`config.mk`:
```
export PLATFORM = sky130hd
export DESIGN_NAME = ccr_lazy_eval
export DESIGN_NICKNAME = d
export VERILOG_FILES = /design/src/rtl/ccr_lazy_eval.sv
export SDC_FILE = /design/constraint.sdc
export NUM_CORES = 1
export LEC_CHECK = 0
export ABC_AREA = 1
export BUFFER_PORTS_ARGS = -buffer_cell sky130_fd_sc_hd__buf_2
export CAP_MARGIN = 20
export CORE_MARGIN = 10
export CORE_UTILIZATION = 50
export CTS_CLUSTER_DIAMETER = 80
export DETAILED_ROUTE_END_ITERATION = 7
export PLACE_DENSITY = 0.8
export SLEW_MARGIN = 25
export SYNTH_ARGS = -nofsm -noshare
export SYNTH_HDL_FRONTEND = slang
export SYNTH_SLANG_ARGS = --single-unit
```
`constraint.sdc`:
```
create_clock -name clk -period 8.15 [get_ports clk]
set_input_delay 1.2225 -clock clk [delete_from_list [all_inputs] [get_ports clk]]
set_output_delay 1.2225 -clock clk [all_outputs]
set_load 0.02 [all_outputs]
```
`src/rtl/ccr_lazy_eval.sv`:
```
module ccr_lazy_eval #(
  parameter int WIDTH = 32,
  parameter int CW    = 4
) (
  input  logic             clk,
  input  logic             rst_n,
  input  logic             valid,
  input  logic [CW-1:0]    op_class,
  input  logic [WIDTH-1:0] opa,
  input  logic [WIDTH-1:0] opb,
  input  logic             x_in,
  input  logic [3:0]       prev_flags,
  output logic [3:0]       flags_q,
  output logic             x_q,
  output logic [WIDTH-1:0] result_q,
  output logic             err_q,
  output logic             done_q
);

  localparam int MSB = WIDTH - 1;
  localparam logic [CW-1:0] C_RAW   = CW'(0);
  localparam logic [CW-1:0] C_LOGIC = CW'(1);
  localparam logic [CW-1:0] C_ADD   = CW'(2);
  localparam logic [CW-1:0] C_SUB   = CW'(3);
  localparam logic [CW-1:0] C_CMPB  = CW'(4);
  localparam logic [CW-1:0] C_CMPW  = CW'(5);
  localparam logic [CW-1:0] C_ADDXF = CW'(6);
  localparam logic [CW-1:0] C_SUBXF = CW'(7);
  localparam logic [CW-1:0] C_SHIFT = CW'(8);
  localparam logic [CW-1:0] C_ADDX  = CW'(9);
  localparam logic [CW-1:0] C_SUBX  = CW'(10);

  function automatic logic [3:0] nz_of(input logic [WIDTH-1:0] v);
    nz_of = {v[MSB] & (v != '0), v == '0, 2'b00};
  endfunction

  function automatic logic [3:0] add_rule(input logic [WIDTH-1:0] d,
                                          input logic [WIDTH-1:0] s,
                                          input logic one);
    logic [WIDTH-1:0] t;
    logic [3:0] f;
    t    = d - s - WIDTH'(one);
    f    = nz_of(d);
    f[1] = (s[MSB] ^ d[MSB]) & ~(t[MSB] ^ s[MSB]);
    f[0] = one ? (d <= s) : (d < s);
    return f;
  endfunction

  function automatic logic [3:0] sub_rule(input logic [WIDTH-1:0] d,
                                          input logic [WIDTH-1:0] s,
                                          input int w,
                                          input logic one);
    logic [WIDTH-1:0] m, dm, sm, t;
    logic [3:0] f;
    m    = (w >= WIDTH) ? '1 : ((WIDTH'(1) << w) - WIDTH'(1));
    dm   = d & m;
    sm   = s & m;
    t    = (dm + sm + WIDTH'(one)) & m;
    f[2] = (dm == '0);
    f[3] = dm[w-1] & ~f[2];
    f[1] = (t[w-1] ^ dm[w-1]) & (t[w-1] ^ sm[w-1]);
    f[0] = one ? (t <= sm) : (t < sm);
    return f;
  endfunction

  wire [WIDTH-1:0] sum_x  = opa + opb + WIDTH'(x_in);
  wire [WIDTH-1:0] diff_x = opa - opb - WIDTH'(x_in);

  logic [3:0]       nxt_flags;
  logic [3:0]       dp_f;
  logic             nxt_x;
  logic [WIDTH-1:0] nxt_res;
  logic             bad;

  always_comb begin
    nxt_flags = flags_q;
    nxt_x     = x_in;
    nxt_res   = opa;
    bad       = 1'b0;
    dp_f      = 4'b0;
    case (op_class)
      C_RAW:   nxt_flags = opa[3:0];
      C_LOGIC: nxt_flags = nz_of(opa);
      C_ADD:   nxt_flags = add_rule(opa, opb, 1'b0);
      C_SUB:   nxt_flags = sub_rule(opa, opb, WIDTH, 1'b0);
      C_CMPB:  nxt_flags = sub_rule(opa, opb, 8, 1'b0);
      C_CMPW:  nxt_flags = sub_rule(opa, opb, 16, 1'b0);
      C_ADDXF: nxt_flags = add_rule(opa, opb, 1'b1);
      C_SUBXF: nxt_flags = sub_rule(opa, opb, WIDTH, 1'b1);
      C_SHIFT: nxt_flags = nz_of(opa) | {3'b000, opb != '0};
      C_ADDX: begin
        dp_f      = add_rule(sum_x, opb, x_in);
        nxt_flags = {dp_f[3], dp_f[2] & prev_flags[2], dp_f[1:0]};
        nxt_x     = dp_f[0];
        nxt_res   = sum_x;
      end
      C_SUBX: begin
        dp_f      = sub_rule(diff_x, opb, WIDTH, x_in);
        nxt_flags = {dp_f[3], dp_f[2] & prev_flags[2], dp_f[1:0]};
        nxt_x     = dp_f[0];
        nxt_res   = diff_x;
      end
      default: begin
        bad     = 1'b1;
        nxt_x   = x_q;
        nxt_res = result_q;
      end
    endcase
  end

  always_ff @(posedge clk) begin
    if (!rst_n) begin
      flags_q  <= 4'b0;
      x_q      <= 1'b0;
      result_q <= '0;
      err_q    <= 1'b0;
      done_q   <= 1'b0;
    end else begin
      done_q <= valid;
      if (valid) begin
        flags_q  <= nxt_flags;
        x_q      <= nxt_x;
        result_q <= nxt_res;
        err_q    <= bad;
      end
    end
  end


  p_nz_excl_r2: assert property (@(posedge clk) disable iff (!rst_n)
    valid && op_class != C_RAW && op_class <= C_SUBX |=> !(flags_q[3] && flags_q[2]));

  p_logic_vc_r7: assert property (@(posedge clk) disable iff (!rst_n)
    valid && op_class == C_LOGIC |=> flags_q[1:0] == 2'b00);

  p_x_carry_r8: assert property (@(posedge clk) disable iff (!rst_n)
    valid && (op_class == C_ADDX || op_class == C_SUBX) |=> x_q == flags_q[0]);

  p_sticky_z_r9: assert property (@(posedge clk) disable iff (!rst_n)
    valid && (op_class == C_ADDX || op_class == C_SUBX) && !prev_flags[2] |=> !flags_q[2]);

  p_err_hold_r10: assert property (@(posedge clk) disable iff (!rst_n)
    valid && op_class > C_SUBX |=> err_q && $stable(flags_q) && $stable(result_q) && $stable(x_q));

  p_idle_hold_r11: assert property (@(posedge clk) disable iff (!rst_n)
    !valid |=> !done_q && $stable(flags_q) && $stable(result_q) && $stable(err_q));

  p_pass_r12: assert property (@(posedge clk) disable iff (!rst_n)
    valid && op_class <= C_SHIFT |=> result_q == $past(opa) && x_q == $past(x_in));

endmodule

```
==> results.txt <==
status -> finished clean
grt ovf -> 0
CTS Buf Count -> 5
vias in the first global route -> 18600
Max rail drop VDD -> 83.6 uV
Die Wd -> 201 um
num rows -> 66
Hold Vio Cnt, Final -> 0
crit path kind -> in -> reg
number of port buffers -> 111
final setup TNS -> 0 ns
top_reg_cell synth -> dfxtp_1
Tmin final -> 7.63 ns
top cell type by total area after synthesis -> ha_1
Worst Tran Pin Value -> 1.26 ns
fraction of layout cells with a size suffix above 1 -> 14.1%
internal power -> 0.00100 W
R2R Path Start -> result_q[13]
Critical Path Source -> opa[0]
CP required -> 8.32 ns
max-slew violations -> 0
synthesized area -> 16300 um^2
Switch Pwr -> 0.00151 W
Cell Pwr Density -> 142 nW/um^2
Slew HR -> 15.5%
IO Count -> 115
# fillers -> 3421
clock transition at the registers of the reported paths -> 0.07 ns
Flop pwr share -> 8.6%
RSZ-0062 raised after global routing -> false
Max Root-Sink Buffers -> 2
switching portion of total power -> 60.1%
Final HPWL DP -> 65100 um
Tcrit/Tclk final -> 93.7%
DR top layer -> met5
# setup viols final -> 0
Routed Wire Length -> 75500 um
Area contributors post-synth -> ha_1 (22%), nand2_1 (17%), inv_1 (10%)
overall power -> 0.00251 W
CP max FO -> 4
Routed WL per cell -> 22.4 um
highest clock rate -> 131 MHz
CTS root buf -> clkbuf_16
crit path launch type -> primary input
DIE HEIGHT -> 201 um
FF+latch count, synth -> 39
worst min-delay path class -> reg -> reg
Clk Latency, worst-skew pair -> 0.32 ns
gr usage total -> 35.8%
Post-synth EDFFs -> 0
Synth top area share -> 21.7%
drt via density -> 5.96
hold_buf cts -> 0
met3 routed WL -> 9240 um
CP top delay family -> compound AO/OA/AOI/OAI gates
post-synthesis sequential area ratio -> 4.78%
1st-pass router iterations -> 6
syn avg cell area -> 5.84 um^2
worst-path cell with the longest stage delay -> o21ai_1
routed wl met2 -> 31400 um
DRC Markers -> 0
DR vias -> 20100
Nets -> 3284
cell mode on critical path -> nand2_1
Lkg Pwr -> 9.60 nW
global-route wire length before repair -> 111000 um
crit end category -> register
synth unique cells -> 61
initial DRC count -> 2410
total setup buffers inserted after CTS -> 0
routability cong. -> 1.06
Starting Density -> 50.4%
ANT nets after route -> 0
clock power share -> 10.2%
CTS resizes -> 0
Post-Syn Nets -> 3159
sum of buffers and inverters on the critical path -> 9
r2r setup slk -> 7.37 ns
antenna violations before repair -> 1
Hold Crit Start -> flags_q[3]
die footprint -> 40300 um^2
Async SR Flop Fraction -> 0%
DRT met1 WL -> 31300 um
CTS tree -> built
CP Data Arrival Time -> 7.80 ns
largest net degree at the start of global routing -> 58
# diodes -> 0
combinational share of power -> 81.3%
core area -> 32400 um^2
Yosys warning count -> 0
CTS Sinks -> 39
maxcap violations -> 0
gate count of the mapped netlist -> 2797
Layout Skew -> 0 ns
CP max stage delay -> 0.47 ns
CTS H-tree depth -> 2
Layout area overhead -> 8.62%
[area by class of cell]
cell class              count  area [um^2]  share of cell area, %
inverters                 478         1810                   10.2
repair buffers            162          938                   5.29
well taps                 442          553                   3.12
flip-flops and latches     39          781                   4.40
multi-input cells        2236        13500                   76.0
clock buffers               5          125                  0.706
clock inverters             3         43.8                  0.247
[metrics by stage]
| step | hold WS (ns) | worst slack [ns] | instances | instance area, um^2 | utilization (%) |
|---|---|---|---|---|---|
| CTS | 0.463 | 0.745 | 3365 | 17700 | 54.8 |
| floorplan | 0.527 | 1.86 | 2797 | 16300 | - |
| detailed placement | 0.444 | 0.446 | 3357 | 17600 | 54.2 |
| finish | 0.465 | 0.517 | 3365 | 17700 | 54.8 |
| global route | 0.483 | 0.00551 | 3365 | 17700 | 54.8 |
| global placement | 0.437 | 0.486 | 3357 | 17600 | 54.2 |
[cells in the mapped netlist (4+ instances only)]
| cell type | count |
|---|---|
| nand3_2 | 15 |
| clkbuf_1 | 17 |
| ha_1 | 283 |
| dfxtp_1 | 39 |
| o21ai_1 | 13 |
| nand2_4 | 13 |
| nand2_1 | 758 |
| or2_2 | 5 |
| a21oi_1 | 183 |
| o21bai_1 | 11 |
| nor3_1 | 42 |
| o211ai_1 | 12 |
| xor2_1 | 69 |
| nor4_1 | 28 |
| a221oi_1 | 7 |
| xnor2_1 | 9 |
| nand4_1 | 45 |
| o221ai_1 | 11 |
| a31oi_1 | 17 |
| o21ai_0 | 91 |
| nand2_2 | 86 |
| nor2_1 | 223 |
| inv_2 | 27 |
| nand3b_1 | 5 |
| inv_1 | 441 |
| a211oi_1 | 7 |
| o21a_1 | 5 |
| o2111ai_1 | 6 |
| buf_4 | 11 |
| a41oi_1 | 5 |
| nor2_4 | 30 |
| nor2_2 | 27 |
| nand3_1 | 180 |
| inv_4 | 4 |
| buf_6 | 7 |
| a21oi_2 | 9 |
| buf_2 | 7 |
| o22ai_1 | 6 |
[worst register-to-register path: stages (launching register included)]
cell     delay, ns
dfxtp_1       0.40
o21ai_0       0.12
a31oi_1       0.20
[power by group through the flow]
stage	sequential (W)	combinational, W	clock, W
finish	0.000215	0.00204	0.000256
global route	0.000216	0.00223	0.000255
CTS	0.000214	0.00196	0.000253
detailed placement	0.000218	0.00195	0
global placement	0.000218	0.00191	0
floorplan	0.000236	0.00131	0
[per-layer routing]
metal  GRT usage [%]  vias up
met1            47.8     9338
met5               0        -
met2            53.6     1185
met3            8.76      197
li1                -     9346
met4            15.2        2
[worst paths after layout]
kind                       end  depth (start not counted)
setup reg to reg  result_q[13]                          2
hold / removal      flags_q[3]                          2
hold reg to reg     flags_q[3]                          2
setup / recovery    flags_q[0]                         41
[placed cells by master, fill, tap and decap left out, types with 15 or more instances in the layout]
| cell type | synthesis | final |
|---|---|---|
| nor4_1 | 28 | 28 |
| nand3_2 | 15 | 15 |
| nand3_1 | 180 | 180 |
| a31oi_1 | 17 | 17 |
| nand2_2 | 86 | 86 |
| nor2_4 | 30 | 31 |
| dfxtp_1 | 39 | 39 |
| buf_2 | 7 | 111 |
| nor2_1 | 223 | 219 |
| nand2_1 | 758 | 758 |
| nor2_2 | 27 | 30 |
| xor2_1 | 69 | 69 |
| inv_2 | 27 | 27 |
| o21ai_0 | 91 | 91 |
| ha_1 | 283 | 283 |
| buf_4 | 11 | 51 |
| nor3_1 | 42 | 42 |
| a21oi_1 | 183 | 183 |
| nand4_1 | 45 | 45 |
| inv_1 | 441 | 441 |
[kinds of logic (layout without fill, tap and decap cells)]
group	count (synthesis)	count (layout)	synth area share (%)
simple gates	1468	1468	41.6
buf+inv	522	648	12.7
compound gates	400	400	14.3
fa+ha+maj	286	286	22.1
xor+xnor	82	82	4.58
flops	39	39	4.78
[registers in the layout, indices dropped and copies added, names as in the netlist]
signal    cells
done_q        1
err_q         1
flags_q       4
result_q     32
x_q           1
(Power assumes the default switching activity.)
